### config.mk
export PLATFORM = sky130hd
export DESIGN_NAME = ldw_exec_unit
export DESIGN_NICKNAME = d
export VERILOG_FILES = /design/src/rtl/ldw_pkg.sv /design/src/rtl/ldw_regfile.sv /design/src/rtl/ldw_agu.sv /design/src/rtl/ldw_seq.sv /design/src/rtl/ldw_exec_unit.sv
export SDC_FILE = /design/constraint.sdc
export NUM_CORES = 1
export LEC_CHECK = 0
export BUFFER_PORTS_ARGS = -buffer_cell sky130_fd_sc_hd__buf_2
export CAP_MARGIN = 10
export CORE_MARGIN = 2
export CORE_UTILIZATION = 50
export CTS_BUF_LIST = sky130_fd_sc_hd__clkbuf_4
export DETAILED_ROUTE_END_ITERATION = 12
export PLACE_DENSITY = 0.71
export SYNTH_ARGS = -nofsm -noshare
export SYNTH_HDL_FRONTEND = slang
export SYNTH_SLANG_ARGS = --single-unit
### constraint.sdc
create_clock -name clk -period 4.2 [get_ports clk]
set_clock_uncertainty 0.05 [all_clocks]
set_input_delay 0.84 -clock clk [delete_from_list [all_inputs] [get_ports clk]]
set_output_delay 0.84 -clock clk [all_outputs]
set_load 0.02 [all_outputs]
### src/rtl/ldw_pkg.sv
package ldw_pkg;

  localparam int MODE_W = 3;

  typedef enum logic [MODE_W-1:0] {
    AM_OFFS    = 3'd0,
    AM_IDX     = 3'd1,
    AM_POSTINC = 3'd2,
    AM_PREDEC  = 3'd3,
    AM_IMM     = 3'd4
  } amode_t;

  typedef enum logic [2:0] {
    ST_IDLE,
    ST_ADDR,
    ST_READ,
    ST_WB,
    ST_IMM_LO,
    ST_IMM_HI
  } st_t;

  function automatic logic mode_ok(input logic [MODE_W-1:0] m);
    return m <= 3'd4;
  endfunction

endpackage

### src/rtl/ldw_regfile.sv
module ldw_regfile #(
  parameter int DW   = 16,
  parameter int NREG = 8,
  localparam int RW  = $clog2(NREG),
  localparam int NB  = DW / 8
) (
  input  logic          clk,
  input  logic          rst,
  // port A: destination writes with byte lanes, wins on collision
  input  logic          wa_en,
  input  logic [RW-1:0] wa_addr,
  input  logic [NB-1:0] wa_be,
  input  logic [DW-1:0] wa_data,
  // port B: index write-back
  input  logic          wb_en,
  input  logic [RW-1:0] wb_addr,
  input  logic [DW-1:0] wb_data,
  // combinational read ports
  input  logic [RW-1:0] ra_addr,
  output logic [DW-1:0] ra_data,
  input  logic [RW-1:0] rc_addr,
  output logic [DW-1:0] rc_data,
  // registered observation port
  input  logic [RW-1:0] rx_addr,
  output logic [DW-1:0] rx_data
);

  logic [DW-1:0] rows [NREG];

  assign rows[0] = '0;

  for (genvar r = 1; r < NREG; r++) begin : g_row
    logic [DW-1:0] q;
    logic hit_a, hit_b;
    assign hit_a = wa_en && (wa_addr == RW'(r));
    assign hit_b = wb_en && (wb_addr == RW'(r));

    always_ff @(posedge clk) begin
      if (rst) begin
        q <= '0;
      end else begin
        for (int b = 0; b < NB; b++) begin
          if (hit_a && wa_be[b])
            q[b*8 +: 8] <= wa_data[b*8 +: 8];
          else if (hit_b && !hit_a)
            q[b*8 +: 8] <= wb_data[b*8 +: 8];
        end
      end
    end
    assign rows[r] = q;
  end

  assign ra_data = rows[ra_addr];
  assign rc_data = rows[rc_addr];

  always_ff @(posedge clk) begin
    if (rst) rx_data <= '0;
    else     rx_data <= rows[rx_addr];
  end


  zero_reg_chk: assert property (@(posedge clk) disable iff (rst)
    (rx_addr == '0) |=> (rx_data == '0));

endmodule

### src/rtl/ldw_agu.sv
module ldw_agu
  import ldw_pkg::*;
#(
  parameter int DW   = 16,
  parameter int OW   = 5,
  parameter int STEP = 2
) (
  input  amode_t        mode,
  input  logic [DW-1:0] base,
  input  logic [DW-1:0] index,
  input  logic [OW-1:0] offs,
  output logic [DW-1:0] ea,
  output logic [DW-1:0] idx_next
);

  localparam logic [DW-1:0] STEP_W = DW'(STEP);

  logic [DW-1:0] idx_dec, idx_inc, offs_ext;

  assign idx_dec  = index - STEP_W;
  assign idx_inc  = index + STEP_W;
  assign offs_ext = {{(DW-OW){1'b0}}, offs};

  always_comb begin
    case (mode)
      AM_OFFS: begin
        ea       = base + offs_ext;
        idx_next = index;
      end
      AM_POSTINC: begin
        ea       = base + index;
        idx_next = idx_inc;
      end
      AM_PREDEC: begin
        ea       = base + idx_dec;
        idx_next = idx_dec;
      end
      default: begin
        ea       = base + index;
        idx_next = index;
      end
    endcase
  end

endmodule

### src/rtl/ldw_seq.sv
module ldw_seq
  import ldw_pkg::*;
(
  input  logic              clk,
  input  logic              rst,
  input  logic              start,
  input  logic [MODE_W-1:0] mode,
  output st_t               st,
  output amode_t            mode_q,
  output logic              accept,
  output logic              busy
);

  st_t nxt;

  assign accept = (st == ST_IDLE) && start && mode_ok(mode);

  always_comb begin
    nxt = st;
    case (st)
      ST_IDLE:   if (accept) nxt = (amode_t'(mode) == AM_IMM) ? ST_IMM_LO : ST_ADDR;
      ST_ADDR:   nxt = ST_READ;
      ST_READ:   nxt = ST_WB;
      ST_WB:     nxt = ST_IDLE;
      ST_IMM_LO: nxt = ST_IMM_HI;
      ST_IMM_HI: nxt = ST_IDLE;
      default:   nxt = ST_IDLE;
    endcase
  end

  always_ff @(posedge clk) begin
    if (rst) begin
      st     <= ST_IDLE;
      mode_q <= AM_OFFS;
      busy   <= 1'b0;
    end else begin
      st   <= nxt;
      busy <= (nxt != ST_IDLE);
      if (accept) mode_q <= amode_t'(mode);
    end
  end


  busy_hold_chk: assert property (@(posedge clk) disable iff (rst)
    (busy && start) |=> $stable(mode_q));


  wb_single_chk: assert property (@(posedge clk) disable iff (rst)
    (st == ST_WB) |=> (st == ST_IDLE));

endmodule

### src/rtl/ldw_exec_unit.sv
module ldw_exec_unit
  import ldw_pkg::*;
#(
  parameter int DW   = 16,
  parameter int NREG = 8,
  parameter int OW   = 5,
  parameter int STEP = 2,
  localparam int RW  = $clog2(NREG),
  localparam int NB  = DW / 8
) (
  input  logic          clk,
  input  logic          rst,
  input  logic          start,
  input  logic [2:0]    mode,
  input  logic [RW-1:0] rd_sel,
  input  logic [RW-1:0] rb_sel,
  input  logic [RW-1:0] ri_sel,
  input  logic [OW-1:0] offs,
  input  logic [DW-1:0] imm,
  output logic          busy,
  output logic          done,
  output logic          mem_rd_en,
  output logic [DW-1:0] mem_addr,
  input  logic [DW-1:0] mem_rdata,
  input  logic [RW-1:0] rf_raddr,
  output logic [DW-1:0] rf_rdata
);

  localparam logic [DW-1:0] STEP_W = DW'(STEP);
  localparam logic [NB-1:0] BE_LO  = NB'(1);

  st_t           st;
  amode_t        mode_q;
  logic          accept;
  logic [RW-1:0] rd_q, rb_q, ri_q;
  logic [OW-1:0] offs_q;
  logic [DW-1:0] imm_q;
  logic [DW-1:0] rb_val, ri_val, ea, idx_next;

  logic          wa_en, wb_en;
  logic [NB-1:0] wa_be;
  logic [DW-1:0] wa_data;

  ldw_seq u_seq (
    .clk    (clk),
    .rst    (rst),
    .start  (start),
    .mode   (mode),
    .st     (st),
    .mode_q (mode_q),
    .accept (accept),
    .busy   (busy)
  );

  always_ff @(posedge clk) begin
    if (rst) begin
      rd_q   <= '0;
      rb_q   <= '0;
      ri_q   <= '0;
      offs_q <= '0;
      imm_q  <= '0;
    end else if (accept) begin
      rd_q   <= rd_sel;
      rb_q   <= rb_sel;
      ri_q   <= ri_sel;
      offs_q <= offs;
      imm_q  <= imm;
    end
  end

  ldw_agu #(.DW(DW), .OW(OW), .STEP(STEP)) u_agu (
    .mode     (mode_q),
    .base     (rb_val),
    .index    (ri_val),
    .offs     (offs_q),
    .ea       (ea),
    .idx_next (idx_next)
  );

  // destination port: loaded word or one constant byte lane
  always_comb begin
    wa_en   = 1'b0;
    wa_be   = '1;
    wa_data = mem_rdata;
    case (st)
      ST_WB:     wa_en = 1'b1;
      ST_IMM_LO: begin wa_en = 1'b1; wa_be = BE_LO;  wa_data = imm_q; end
      ST_IMM_HI: begin wa_en = 1'b1; wa_be = ~BE_LO; wa_data = imm_q; end
      default:   wa_en = 1'b0;
    endcase
  end

  // index port: step down before the read, step up after it
  always_comb begin
    wb_en = 1'b0;
    if (st == ST_ADDR && mode_q == AM_PREDEC)
      wb_en = 1'b1;
    else if (st == ST_WB && mode_q == AM_POSTINC && ri_q != rd_q)
      wb_en = 1'b1;
  end

  ldw_regfile #(.DW(DW), .NREG(NREG)) u_rf (
    .clk     (clk),
    .rst     (rst),
    .wa_en   (wa_en),
    .wa_addr (rd_q),
    .wa_be   (wa_be),
    .wa_data (wa_data),
    .wb_en   (wb_en),
    .wb_addr (ri_q),
    .wb_data (idx_next),
    .ra_addr (rb_q),
    .ra_data (rb_val),
    .rc_addr (ri_q),
    .rc_data (ri_val),
    .rx_addr (rf_raddr),
    .rx_data (rf_rdata)
  );

  always_ff @(posedge clk) begin
    if (rst) begin
      mem_rd_en <= 1'b0;
      mem_addr  <= '0;
      done      <= 1'b0;
    end else begin
      mem_rd_en <= (st == ST_ADDR);
      if (st == ST_ADDR) mem_addr <= ea;
      done      <= (st == ST_READ) || (st == ST_IMM_LO);
    end
  end


  done_after_read_chk: assert property (@(posedge clk) disable iff (rst)
    mem_rd_en |=> done);


  rd_pulse_chk: assert property (@(posedge clk) disable iff (rst)
    mem_rd_en |=> !mem_rd_en);


  imm_no_read_chk: assert property (@(posedge clk) disable iff (rst)
    (st == ST_IMM_LO || st == ST_IMM_HI) |-> !mem_rd_en);


  postinc_step_chk: assert property (@(posedge clk) disable iff (rst)
    (st == ST_WB && mode_q == AM_POSTINC && ri_q != rd_q && ri_q != '0)
      |=> (ri_val == $past(ri_val) + STEP_W));


  predec_step_chk: assert property (@(posedge clk) disable iff (rst)
    (st == ST_ADDR && mode_q == AM_PREDEC && ri_q != '0)
      |=> (ri_val == $past(ri_val) - STEP_W));

endmodule

Word level (Yosys, flattened, before mapping)
Cells that the tools add are included.
{"block": "word_totals", "register_bits": 183, "input_bits": 55, "output_inout_bits": 35, "word_cells": 175}
{"block": "op_classes", "addsub": 5, "magnitude_cmp": 4, "n_eq_ne": 23, "n_mux": 47, "n_bitwise": 3, "reduce_logical": 67}
{"operator": "2-to-1 mux 8 bit", "count": 28}
{"operator": "binary-select mux 16 bit (select 3 bit)", "count": 3}
{"operator": "2-to-1 mux 16 bit", "count": 7}
{"operator": "case mux 16 bit (2 select lines)", "count": 2}
{"operator": "logical AND 1 bit", "count": 40}
{"operator": "== test 3 bit, second input constant", "count": 11}
{"operator": "adder 16 bit", "count": 2}
{"operator": "nonzero test 2 bit", "count": 14}
{"operator": "== test 3 x 2 -> 1 bit, second input constant", "count": 8}
{"operator": "adder 16 x 2 -> 16 bit, second input constant", "count": 1}
{"operator": "adder 16 x 5 -> 16 bit", "count": 1}
{"operator": "subtractor 16 x 2 -> 16 bit, second input constant", "count": 1}
{"operator": ">= comparator 4 bit, second input constant", "count": 3}
{"operator": "NOT 3 -> 4 bit", "count": 3}
{"operator": "case mux 3 bit (4 select lines)", "count": 1}
{"operator": "== test 3 x 1 -> 1 bit, second input constant", "count": 3}
{"operator": "logical NOT 1 bit", "count": 7}
{"operator": "logical NOT 3 bit", "count": 2}
{"operator": "2-to-1 mux 3 bit", "count": 2}
{"operator": "case mux 2 bit (2 select lines)", "count": 1}
{"operator": "<= comparator 3 bit, second input constant", "count": 1}
{"operator": "2-to-1 mux 1 bit", "count": 3}
{"operator": "inequality test 3 bit", "count": 1}
{"operator": "nonzero test 3 bit", "count": 1}
{"operator": "other kinds (3)", "count": 3}

Logic depth before layout (Yosys ltp)
{"block": "logic_depth", "ltp_word": 9, "ltp_mapped": 22, "ltp_nobuf": 18}

By module
A second synthesis with hierarchy kept.
{"block": "hier_totals", "cells_unflattened": 1337, "area_unflattened_um2": 12617.1}
{"mod": "ldw_regfile", "instances": 1, "cells_each": 858, "area_each_um2": 8574.5, "seq_area_each_um2": 2562.5}
{"mod": "ldw_exec_unit", "instances": 1, "cells_each": 186, "area_each_um2": 2034.5, "seq_area_each_um2": 960.9}
{"mod": "ldw_agu", "instances": 1, "cells_each": 260, "area_each_um2": 1676.6, "seq_area_each_um2": 0.0}
{"mod": "ldw_seq", "instances": 1, "cells_each": 33, "area_each_um2": 331.6, "seq_area_each_um2": 140.1}

Worst setup path before layout
OpenSTA, ideal clock, no wires.
{"block": "synth_path", "path_kind": "register to register", "start": "reg rb_q[2]", "end": "reg mem_addr[14]", "setup_time_ns": 0.114, "arrival_time_ns": 4.093, "t_required_ns": 4.036, "setup_slack_ns": -0.057, "path_stages_with_launch": 16, "n_path_buf": 2, "period_less_slack_ns": 4.257, "cell_sequence": "dfxtp_1 -> clkbuf_1 -> buf_1 -> mux4_2 -> nand2_1 -> o21ai_0 -> ha_1 -> fa_1 -> a21o_1 -> a21o_1 -> a2111oi_0 -> or3_1 -> nand3_1 -> a41oi_1 -> xnor2_1 -> a21o_1"}
{"block": "synth_between", "elab_chain_cells": 6, "elab_cells_between_ends": 8, "classes_between": "add/sub: 3; mux: 4; bitwise: 1"}
{"item": "start: declaration", "line_no": "ldw_exec_unit.sv:35", "text": "logic [RW-1:0] rd_q, rb_q, ri_q;"}
{"item": "start signal: assignment", "line_no": "ldw_exec_unit.sv:64", "text": "rb_q <= rb_sel;"}
{"item": "NOT 3 -> 4 bit (not written as such) (*)", "line_no": "ldw_regfile.sv:53", "text": "assign ra_data = rows[ra_addr];"}
{"item": "binary-select mux 16 bit (select 3 bit) (*)", "line_no": "ldw_regfile.sv:53"}
{"item": "2-to-1 mux 16 bit (not written as such) (*) (2 in a row)", "line_no": "ldw_regfile.sv:53"}
{"item": "adder 16 bit (tied with other cells)", "line_no": "ldw_agu.sv:31, ldw_agu.sv:39"}
{"item": "case mux 16 bit (2 select lines) (*)", "line_no": "ldw_agu.sv:25", "text": "case (mode)"}
{"item": "end signal: assignment", "line_no": "ldw_exec_unit.sv:123", "text": "mem_addr <= '0;"}
{"item": "end signal: assignment", "line_no": "ldw_exec_unit.sv:127", "text": "if (st == ST_ADDR) mem_addr <= ea;"}
{"item": "end: declaration", "line_no": "ldw_exec_unit.sv:23", "text": "output logic [DW-1:0] mem_addr,"}
Mark *: on every way between the ends. The rest lies on a longest branch, timed or not. The select of a mux whose other input is x is not followed.
A chain may end at the register's enable or synchronous reset.

Final worst setup path
{"block": "layout_path", "start": "reg ri_q[1]", "end": "reg mem_addr[15]"}
{"block": "layout_between", "elab_chain_cells": 7, "elab_cells_between_ends": 8, "classes_between": "add/sub: 3; mux: 4; bitwise: 1"}
{"item": "start: declaration", "line_no": "ldw_exec_unit.sv:35"}
{"item": "start signal: assignment", "line_no": "ldw_exec_unit.sv:65", "text": "ri_q <= ri_sel;"}
{"item": "NOT 3 -> 4 bit (not written as such) (*)", "line_no": "ldw_regfile.sv:54", "text": "assign rc_data = rows[rc_addr];"}
{"item": "binary-select mux 16 bit (select 3 bit) (*)", "line_no": "ldw_regfile.sv:54"}
{"item": "2-to-1 mux 16 bit (not written as such) (*) (2 in a row)", "line_no": "ldw_regfile.sv:54"}
{"item": "subtractor 16 x 2 -> 16 bit", "line_no": "ldw_agu.sv:20", "text": "assign idx_dec = index - STEP_W;"}
{"item": "adder 16 bit", "line_no": "ldw_agu.sv:35", "text": "ea = base + idx_dec;"}
{"item": "case mux 16 bit (2 select lines) (*)", "line_no": "ldw_agu.sv:25"}
Marked as above.

==> run metrics <==
outcome complete, no violations; design area 13610 um2; Final setup violation count 0; total power after layout 3.607 mW; Ports 90; Reg2Reg Depth 16; CP Capture Type flip-flop; Root Buffer clkbuf_4; crit-path max FO 5; Top delay family on crit path compound AO/OA/AOI/OAI gates; critical path class flip-flop to flip-flop; Area contributors post-synth dfxtp_1 30%, a22oi_1 8.5%, mux4_2 6.5%, nand2_1 6.3%, a21oi_1 5.7%; power per cell area 265.1 nW/um2; Critical Path, Cell by Cell buf_6 -> buf_4 -> mux2_2 -> a221o_1 -> a222oi_1 -> buf_4 -> and3_1 -> xnor2_1 -> o22ai_1 -> ha_2 -> or3_1 -> a31oi_4 -> o31ai_2 -> o41ai_2 -> nand2_1 -> o311ai_0; critical path launch point type flip-flop; Max Freq 246.3 MHz; R2R setup slack 0.14 ns; Leak 4.885 nW; Synth top area share 0.3038; mux cell area share after synthesis 0.1361; 1st-iter DRT viols 1626; dpl cell area 13130 um2; vias in the first global route 11160; DR pass1 iterations 6; Setup TNS Final 0 ns; Nets 1625; Fillers 2226; Relative slew margins 0.2467; global-route wire length before repair 65.34 mm; H-tree depth 4; Mapped Cells 1451; EDFF count, synth 0; Num CTS Buffers 17; largest net degree at the start of global routing 104; Final Hold Fails 0; adder-cell share of the synthesized area 0.01930; actual slew at the worst max-slew pin 1.130 ns; Die Wd 159.3 um; xor-xnor portion of the synthesized cell area 0.02605; clk buf depth 2; Clock transition at path regs 0.19 ns; Layout area overhead 12.84%; Syn Nets 1524; die area 25370 um2; critical path required time 4.68 ns; layout cell share with drive strength beyond 1 0.2345; hold_sp imm[5]; vias per cell 6.611; Compound-Gate Fraction of Synth Area 0.2708; Hold Crit Depth 3; CP most frequent cell buf_4; gr ovfl total 0; Starting Density 0.5122; CTS tree done; Port Buf Inserts 89; Die Ht 159.3 um; DRT Wirelength 43.84 mm; pre-CTS worst setup slack -0.03979 ns; antenna viol nets, final 0; Placeable Area 23540 um2; initial antenna violation count 2; Avg WL per Cell 23.24 um; num rows 56; sequential area share after synthesis 0.3038; critical path's largest stage delay 0.42 ns; max cap viols 0; Min-Delay Path Class input port to flip-flop; drt drc 0; Synth async-reset ratio 0; Avg Inst Size Synth 8.310 um2; Total GRT Usage 0.3307; ys flop type dfxtp_1; post-synthesis cell area 12060 um2; hold endpoint imm_q[5]; CP startpoint ri_q[1]; hold-fix buffers at CTS 0; CP bufs+invs 3; total vias in the final route 12470; maximum VDD drop 165.8 uV; HPWL Detailed 31.45 mm; register bit count reported by yosys 183; post-layout minimum cycle time 4.060 ns; CP max stage cell dfxtp_4; cell taking the most area after synthesis dfxtp_1; CP arrival 4.54 ns; slack of the critical path 0.1404 ns; Slew Viols, Final 0; combinational family with the most area after synthesis compound AO/OA/AOI/OAI gates; clk_lat worst skew 0.64 ns; final weighted congestion in routability-driven placement 0.9949; Reg2Reg Launch Point ri_q[1]; synth unique cells 91; RR Endpoint mem_addr[15]; Ys Warns 0; Num Clock Sinks 183; Final Cycle Share 0.9666; Synth Area in Simple Gates 0.1958
==> per-stage QoR <==
step | std cells | hold WS (ns) | utilization
CTS | 1877 | 0.3497 | 0.5707
finish | 1886 | 0.3629 | 0.5779
detailed placement | 1845 | 0.3928 | 0.5576
floorplan | 1451 | 0.3857 | -
global placement | 1845 | 0.3854 | 0.5576
global route | 1885 | 0.3355 | 0.5778
==> state kept, by name, indices dropped and copies added (netlist names), 3 cells and up <==
register	flops
offs_q	5
u_seq.mode_q	3
rd_q	3
imm_q	16
u_rf.g_row.q	112
rb_q	3
mem_addr	16
ri_q	3
u_seq.st	3
u_rf.rx_data	16
==> cell families after synthesis <==
logic type               count (synthesis)
AO/OA/AOI/OAI                          473
XOR/XNOR                                35
adder cells (fa/ha/maj)                 18
buffers and inverters                  123
flip-flops                             183
multiplexers                           115
AND/OR/NAND/NOR                        504
==> layout by cell type (no fill, tap or decap), types with 9 or more instances in the layout <==
master and count:
dfxtp_1 180, nand2_1 203, nor2_1 125, a21oi_1 135, mux4_2 35, mux2i_1 34, a221o_1 10, o22ai_1 46
a211oi_1 11, buf_2 88, inv_1 12, nor3_1 29, or3_1 26, and2_1 12, o21ai_0 38, and3_1 9
nand3_1 33, or2_2 10, mux2_2 37, xnor2_1 26, nand2b_1 15, a22oi_1 136, buf_4 101, ha_1 14
a21o_1 10, clkbuf_4 17
==> where the power goes <==
part	internal, mW	leakage [nW]	total, mW	switching, mW
clock network	0.282	0.155	1.06	0.774
registers	1.77	1.48	1.82	0.0467
logic	0.265	3.25	0.732	0.468
==> cells in the mapped netlist (31+ instances only) <==
library cell	count
o21ai_0	40
dfxtp_1	183
a22oi_1	136
nor2_1	125
mux2i_1	38
mux4_2	35
nor3_1	31
a21oi_1	138
mux2_2	37
clkbuf_1	72
nand2_1	203
o22ai_1	47
nand3_1	33
==> routing by layer <==
metal  routed length, um  part of all wire  global-route usage  up-vias
li1                    -                 -                   -     5645
met3                5805              0.13             0.09924      129
met2               18510              0.42              0.4836      884
met4                1490             0.034              0.1120        0
met1               18030              0.41              0.4650     5810
met5                   0                 0                   0        -
==> area by class of cell <==
| cell class | count | area [um2] | area share |
|---|---|---|---|
| clock buffers | 17 | 127.6 | 0.009380 |
| inverters | 13 | 48.80 | 0.003587 |
| multi-input cells | 1145 | 7943 | 0.5838 |
| diodes | 2 | 5.005 | 0.0003679 |
| well taps | 319 | 399.1 | 0.02934 |
| repair buffers | 192 | 1241 | 0.09123 |
| flip-flops and latches | 183 | 3672 | 0.2699 |
| clock inverters | 15 | 168.9 | 0.01241 |
==> worst max-delay path by stage <==
stage                         to  slack (ns)  depth (start not counted)
finish              mem_addr[15]        0.14                         16
global route        mem_addr[15]       -0.03                         17
CTS                 mem_addr[14]        0.03                         16
detailed placement  mem_addr[15]       -0.04                         15
global placement    mem_addr[15]       -0.04                         15
floorplan           mem_addr[15]        0.09                         18
==> timing repair <==
action	4_1_cts	5_1_grt
buffers inserted	0	7
hold endpoints to repair	0	0
pin swaps	0	6
gates resized for setup	3	29
endpoints found under the setup margin	2	8
==> worst reg2reg max path, cell delays in order, from the launching register on <==
cell and delay, ns:
dfxtp_4 0.42, buf_6 0.13, buf_4 0.10, mux2_2 0.32, a221o_1 0.34, a222oi_1 0.36
buf_4 0.20, and3_1 0.20, xnor2_1 0.12, o22ai_1 0.11, ha_2 0.23, or3_1 0.42
a31oi_4 0.18, o31ai_2 0.12, o41ai_2 0.33, nand2_1 0.08, o311ai_0 0.25
Note: power is estimated with default switching activity, not from simulation.
